==> src/rtl/subr_pkg.sv <==
package subr_pkg;

    localparam int XLEN      = 16;
    localparam int OFF_W     = 11;
    localparam int IDX_W     = 3;
    localparam int OPC_W     = 4;
    localparam logic [IDX_W-1:0] LINK_IDX = 3'd7;

    localparam logic [OPC_W-1:0] OPC_CALL = 4'b0100;
    localparam logic [OPC_W-1:0] OPC_JUMP = 4'b1100;

    typedef enum logic [1:0] {
        XFER_NONE   = 2'd0,
        XFER_CALL_R = 2'd1,
        XFER_CALL_B = 2'd2,
        XFER_RET    = 2'd3
    } xfer_kind_e;

    typedef struct packed {
        xfer_kind_e            kind;
        logic                  ok;
        logic [IDX_W-1:0]      base;
        logic [XLEN-1:0]       offset;
    } xfer_dec_t;

    function automatic logic [XLEN-1:0] sext_off(input logic [OFF_W-1:0] f);
        return {{(XLEN-OFF_W){f[OFF_W-1]}}, f};
    endfunction

    function automatic logic is_link_kind(input xfer_kind_e k);
        return (k == XFER_CALL_R) || (k == XFER_CALL_B);
    endfunction

endpackage

==> src/rtl/subr_decode.sv <==
module subr_decode
    import subr_pkg::*;
(
    input  logic [XLEN-1:0] instr,
    output xfer_dec_t       dec
);
    logic [OPC_W-1:0] opc;
    logic             mode;
    logic [IDX_W-1:0] rb;
    logic [1:0]       mid;
    logic [5:0]       low;

    assign opc  = instr[15:12];
    assign mode = instr[11];
    assign mid  = instr[10:9];
    assign rb   = instr[8:6];
    assign low  = instr[5:0];

    always_comb begin
        dec        = '0;
        dec.kind   = XFER_NONE;
        dec.offset = sext_off(instr[OFF_W-1:0]);
        dec.base   = rb;
        unique case (opc)
            OPC_CALL: begin
                if (mode) begin
                    dec.kind = XFER_CALL_R;
                    dec.ok   = 1'b1;
                end else begin
                    dec.kind = XFER_CALL_B;
                    dec.ok   = (mid == 2'b00) && (low == 6'd0);
                end
            end
            OPC_JUMP: begin
                dec.kind = XFER_RET;
                dec.base = LINK_IDX;
                dec.ok   = (instr[11:9] == 3'b000) && (rb == LINK_IDX) && (low == 6'd0);
            end
            default: begin
                dec.kind = XFER_NONE;
                dec.ok   = 1'b0;
            end
        endcase
    end
endmodule

==> src/rtl/subr_target.sv <==
module subr_target
    import subr_pkg::*;
(
    input  xfer_dec_t       dec,
    input  logic [XLEN-1:0] pc_inc,
    input  logic [XLEN-1:0] base_val,
    output logic [XLEN-1:0] next_pc
);
    logic [XLEN-1:0] rel_tgt;

    assign rel_tgt = pc_inc + dec.offset;

    always_comb begin
        next_pc = pc_inc;
        if (dec.ok) begin
            unique case (dec.kind)
                XFER_CALL_R: next_pc = rel_tgt;
                XFER_CALL_B: next_pc = base_val;
                XFER_RET:    next_pc = base_val;
                default:     next_pc = pc_inc;
            endcase
        end
    end
endmodule

==> src/rtl/subr_link.sv <==
module subr_link
    import subr_pkg::*;
(
    input  logic            rst,
    input  logic            retire,
    input  xfer_dec_t       dec,
    input  logic [XLEN-1:0] pc_inc,
    output logic            we,
    output logic [IDX_W-1:0] waddr,
    output logic [XLEN-1:0] wdata
);
    assign we    = !rst && retire && dec.ok && is_link_kind(dec.kind);
    assign waddr = LINK_IDX;
    assign wdata = pc_inc;
endmodule

==> src/rtl/subr_link_unit.sv <==
module subr_link_unit
    import subr_pkg::*;
(
    input  logic             clk,
    input  logic             rst,
    input  logic [XLEN-1:0]  instr_i,
    input  logic [XLEN-1:0]  pc_inc_i,
    input  logic [XLEN-1:0]  base_val_i,
    input  logic             retire_i,
    output logic [IDX_W-1:0] base_sel_o,
    output logic [XLEN-1:0]  next_pc_o,
    output logic             valid_o,
    output logic             rf_we_o,
    output logic [IDX_W-1:0] rf_waddr_o,
    output logic [XLEN-1:0]  rf_wdata_o
);
    xfer_dec_t dec;

    subr_decode u_dec (.instr(instr_i), .dec(dec));

    subr_target u_tgt (
        .dec(dec), .pc_inc(pc_inc_i), .base_val(base_val_i), .next_pc(next_pc_o)
    );

    subr_link u_lnk (
        .rst(rst), .retire(retire_i), .dec(dec), .pc_inc(pc_inc_i),
        .we(rf_we_o), .waddr(rf_waddr_o), .wdata(rf_wdata_o)
    );

    assign base_sel_o = dec.base;
    assign valid_o    = dec.ok;

    assert_link_write_R3: assert property (@(posedge clk) disable iff (rst)
        rf_we_o |-> (rf_waddr_o == 3'd7) && (rf_wdata_o == pc_inc_i));

    assert_no_write_unretired_R9: assert property (@(posedge clk) disable iff (rst)
        !retire_i |-> !rf_we_o);

    assert_invalid_holds_pc_R7: assert property (@(posedge clk) disable iff (rst)
        !valid_o |-> (next_pc_o == pc_inc_i) && !rf_we_o);

    assert_return_target_R4: assert property (@(posedge clk) disable iff (rst)
        (valid_o && instr_i == 16'hC1C0) |-> (next_pc_o == base_val_i) && (base_sel_o == 3'd7) && !rf_we_o);

    assert_reg_call_target_R2: assert property (@(posedge clk) disable iff (rst)
        (valid_o && instr_i[15:11] == 5'b01000) |-> (next_pc_o == base_val_i) && (base_sel_o == instr_i[8:6]));

    assert_reset_blocks_write_R10: assert property (@(posedge clk)
        rst |-> !rf_we_o);
endmodule

==> config.mk <==
export PLATFORM = sky130hd
export DESIGN_NAME = subr_link_unit
export DESIGN_NICKNAME = d
export VERILOG_FILES = /design/src/rtl/subr_pkg.sv /design/src/rtl/subr_decode.sv /design/src/rtl/subr_target.sv /design/src/rtl/subr_link.sv /design/src/rtl/subr_link_unit.sv
export SDC_FILE = /design/constraint.sdc
export NUM_CORES = 1
export LEC_CHECK = 0
export BUFFER_PORTS_ARGS = -buffer_cell sky130_fd_sc_hd__buf_2
export CORE_UTILIZATION = 30
export DETAILED_ROUTE_END_ITERATION = 10
export GPL_TIMING_DRIVEN = 0
export SYNTH_ARGS = -nofsm -noshare
export SYNTH_HDL_FRONTEND = slang
export SYNTH_SLANG_ARGS = --single-unit
==> constraint.sdc <==
create_clock -name vclk -period 2.3
set_input_delay 0.345 -clock vclk [all_inputs]
set_output_delay 0.345 -clock vclk [all_outputs]
set_load 0.01 [all_outputs]
[Yosys cells after proc, flatten, opt, wreduce, memory -nomap -nowiden]
Index checks and enable logic that the tools add are counted.
Word-level totals
  output and inout bits: 40
  register bits: 0
  logic and storage cells: 24
  input bits: 51
Operators by class
  add/subtract/negate cells: 1
  equal/unequal tests: 6
  muxes and demuxes: 5
  reductions and logical operators: 12
Operators with widths (number)
  case mux 16 bit (2 select lines): 1
  adder 16 bit: 1
  two-way mux 16 bit: 1
  logical AND 1 bit: 6
  zero test 6 bit: 1
  two-way mux 3 bit: 2
  case mux 3 bit (2 select lines): 1
  == test 2 bit (second input constant): 2
  == test 4 x 3 -> 1 bit (second input constant): 1
  == test 4 bit (second input constant): 1
  == test 3 bit (second input constant): 1
  zero test 3 bit: 1
  == test 2 x 1 -> 1 bit (second input constant): 1
  zero test 2 bit: 1
  OR reduction 2 bit: 1
  zero test 1 bit: 1
  logical OR 1 bit: 1

[Logic depth before layout (Yosys ltp)]
  depth after elaboration: 8
  gate-level depth with buffers: 10
  gate-level depth less buffers: 10

[Cells and area by module]
Synthesis repeated with hierarchy kept, for this count alone.
Unflattened totals
  cell total of the unflattened synthesis: 202
  area, all modules: 1413.9 µm²
Modules (own cells, without submodules)
  subr_target: area an instance 1032.2 µm², cells an instance 148, sequential area each 0.0 µm², instances 1
  subr_decode: area an instance 212.7 µm², cells an instance 31, sequential area each 0.0 µm², instances 1
  subr_link: area an instance 168.9 µm², cells an instance 23, sequential area each 0.0 µm², instances 1

[Least setup slack after synthesis]
Ideal clock, no wire load.
  path kind: input to output
  start point: input port instr_i[0]
  end point: output port next_pc_o[12]
  data required time: 1.955 ns
  arrival time: 2.168 ns
  stages: 10
  setup slack: -0.213 ns
  cell sequence: ha_1 inv_1 fa_1 nor2b_4 o21ai_2 a21boi_2 o31a_4 a2111oi_4 mux2i_1 a311o_1
On the way
  cells in the longest elaborated chain, start to end: 5
Ends and longest elaborated chain
  from (decl): RTL line subr_link_unit.sv:6  | input logic [XLEN-1:0] instr_i,
  branches (longest 4 deep; another with adder 16 bit)
  two-way mux 16 bit (*): RTL line subr_target.sv:15  | if (dec.ok) begin
  to (decl): RTL line subr_link_unit.sv:11  | output logic [XLEN-1:0] next_pc_o,
Every way passes the cells marked *.

[Worst setup path after layout]
  start point: input port instr_i[0]
  end point: output port next_pc_o[14]
Same word-level chain as after synthesis.

==> run_results.csv <==
group,metric,value,unit
run_status,status,"finished, violations left",
run_status,violations,"setup timing",
grt,grt.total_usage,18.9,%
worst_setup_path,crit_path_end_kind,"output port",
cells_and_area,antenna-diode-count,0,
logic_synthesis,yosys.area_share.simple,27.8,%
min_path,hold_class,"in2out",
worst_setup_path,cp_cell_sequence,"buf_8 -> ha_4 -> inv_4 -> fa_2 -> nor2b_4 -> o21ai_2 -> a21boi_2 -> o31a_4 -> a221oi_2 -> mux2i_1 -> a311o_1 -> buf_2",
grt,antenna_found_initial,0,
timing,fin_ws,-381,ps
timing,final.period_utilization,117,%
logic_synthesis,synth_common_cells,"a21oi_1 (26), nor2_1 (20), buf_4 (19), ha_1 (19), nand3_1 (12)",
worst_setup_path,critical_path_class,"in2out",
logic_synthesis,synth.mux.area_fraction,3.40,%
timing,setup_viol_count_final,16,
die,core_area,4720,um^2
place,io_buffers,87,
drt,wl,5290,um
logic_synthesis,synth_cell_type_count,49,
grt,grt_max_degree,11,
drt,wire_per_inst,13.4,um
cells_and_area,area_delta_synth_final,87.6,%
logic_synthesis,netlist_instances,212,
logic_synthesis,yosysMostFrequentCell,"a21oi_1",
cells_and_area,final_nets,400,
logic_synthesis,synth_xor_xnor_area_share,4.17,%
cells_and_area,design_area,2760,um^2
logic_synthesis,synthAdderAreaFrac,17.5,%
run,maxCapViolations,0,
logic_synthesis,ys_warn_count,0,
power_and_ir_drop,ir_drop,82.4,uV
die,die_width,72.0,um
timing,finalSetupTns,-3630,ps
worst_setup_path,cp_slowest_stage_delay,320,ps
worst_setup_path,cp.arrival,2340,ps
logic_synthesis,synth_top_area_share,16.2,%
drt,ant_nets,0,
timing,finalHoldViolations,0,
worst_setup_path,path_buf_inv,3,
min_path,hold_end,"rf_we_o",
logic_synthesis,synth_compound_area_share,31.6,%
drt,via_per_inst,4.98,
worst_setup_path,cp.required,1960,ps
power_and_ir_drop,powerDensity,203,nW/um^2
die,dieArea,5190,um^2
grt,first_global_vias,1685,
cells_and_area,drive_above_1_share,61.8,%
logic_synthesis,synth_area_leaders,"ha_1 (16%), buf_4 (9.7%), a21oi_1 (8.8%), nor2_1 (5.1%), nand3_1 (4.1%)",
worst_setup_path,startpoint_type,"primary input",
clock_network,holdBufCountCts,0,
worst_setup_path,slowest_stage,"o31a_4",
logic_synthesis,synth_top_family_by_area,"compound AO/OA/AOI/OAI gates",
cells_and_area,nFlopsAndLatches,0,
min_path,whs_path_depth,3,
logic_synthesis,yosysSeqAreaShare,0,%
grt,grt_overflow_total,0,
die,rows,25,
drt,drt_iter0_drc,72,
drt,firstDrtPassIters,4,
logic_synthesis,synth_area,1470,um^2
place,place_congestion,0.871,
timing,rsz0062_at_grt,"yes",
worst_setup_path,crit_family,"compound AO/OA/AOI/OAI gates",
timing,slew_violations,0,
logic_synthesis,syn_area_per_cell,6.94,um^2
min_path,worstHoldStart,"rst",
place,hpwl,3730,um
logic_synthesis,yosysTopAreaCell,"ha_1",
die,start_util,31.2,%
power_and_ir_drop,leakage,1.25,nW
drt,post-route-drc-count,0,
grt,grt_pass1_wl,8000,um
place,placed_area,2030,um^2
timing,final.min_clock_period,2680,ps
cells_and_area,n_clock_buffer,0,
timing,fmax,373,MHz
timing,whs,929,ps
worst_setup_path,path_max_fanout,5,
die,ios,91,
cells_and_area,utilization,58.4,%
drt,num_vias,1963,
cells_and_area,seq_area,0,um^2
die,dieHeight,72.0,um
[worst max-delay path by stage]
stage	startpoint	to	slack [ps]	cells after the start
2_1_floorplan	instr_i[0]	next_pc_o[12]	-120	10
3_3_place_gp	instr_i[13]	next_pc_o[6]	-520	12
3_5_place_dp	instr_i[13]	next_pc_o[5]	-600	12
4_1_cts	instr_i[0]	next_pc_o[12]	-370	12
5_1_grt	instr_i[0]	next_pc_o[12]	-460	12
6_report	instr_i[0]	next_pc_o[14]	-380	12
[repair_timing]
item                                    4_1_cts  5_1_grt
buffers inserted                             16       11
endpoints found under the setup margin       16       16
gates cloned                                  3        0
resized for setup                            77       31
pin swaps                                    20       21
[tightest hold or removal path, stage by stage]
cell and delay [ps]:
buf_2 80, nor4b_1 40, buf_2 130
[layout make-up]
type	instances	area, um^2
Timing Repair Buffer	116	800
Tap cell	67	83.8
Inverter	11	43.8
Fill cell	415	1960
Multi-Input combinational cell	175	1620
Buffer	25	210
[where the power goes]
group,switching (mW),total [mW],internal (mW)
Sequential,0,0,0
Clock,0,0,0
Combinational,0.270,0.560,0.290
[per-stage QoR]
| stage | setup slack, ps | std cells | power [mW] |
|---|---|---|---|
| after floorplan | -125 | 214 | 0.272 |
| after global placement | -524 | 368 | 0.402 |
| after detailed placement | -601 | 368 | 0.406 |
| after CTS | -368 | 386 | 0.503 |
| after global routing | -465 | 394 | 0.605 |
| final | -381 | 394 | 0.560 |
[cell usage in the layout, fill, tap and decap left out, drive strengths merged, types with 5 or more instances in the layout]
cell and count:
ha 19, inv 11, nand2 10, a22oi 8
a21oi 26, o21ai 6, nand2b 5, buf 138
nor2 21, nor2b 10, mux2i 5, nand3 12
[per-layer routing]
layer,share of wire [%],vias up,GRT usage (%)
met1,45,888,25.9
met2,49,87,34.3
met4,0.34,0,1.74
met3,5.9,2,0.278
met5,0,-,0
li1,-,986,-
[kinds of logic after synthesis]
logic type,count (synthesis)
XOR/XNOR,7
other,1
AND/OR/NAND/NOR,76
buffers and inverters,39
multiplexers,5
adder cells (fa/ha/maj),20
AO/OA/AOI/OAI,64
Note: power is estimated with default switching activity, not from simulation.
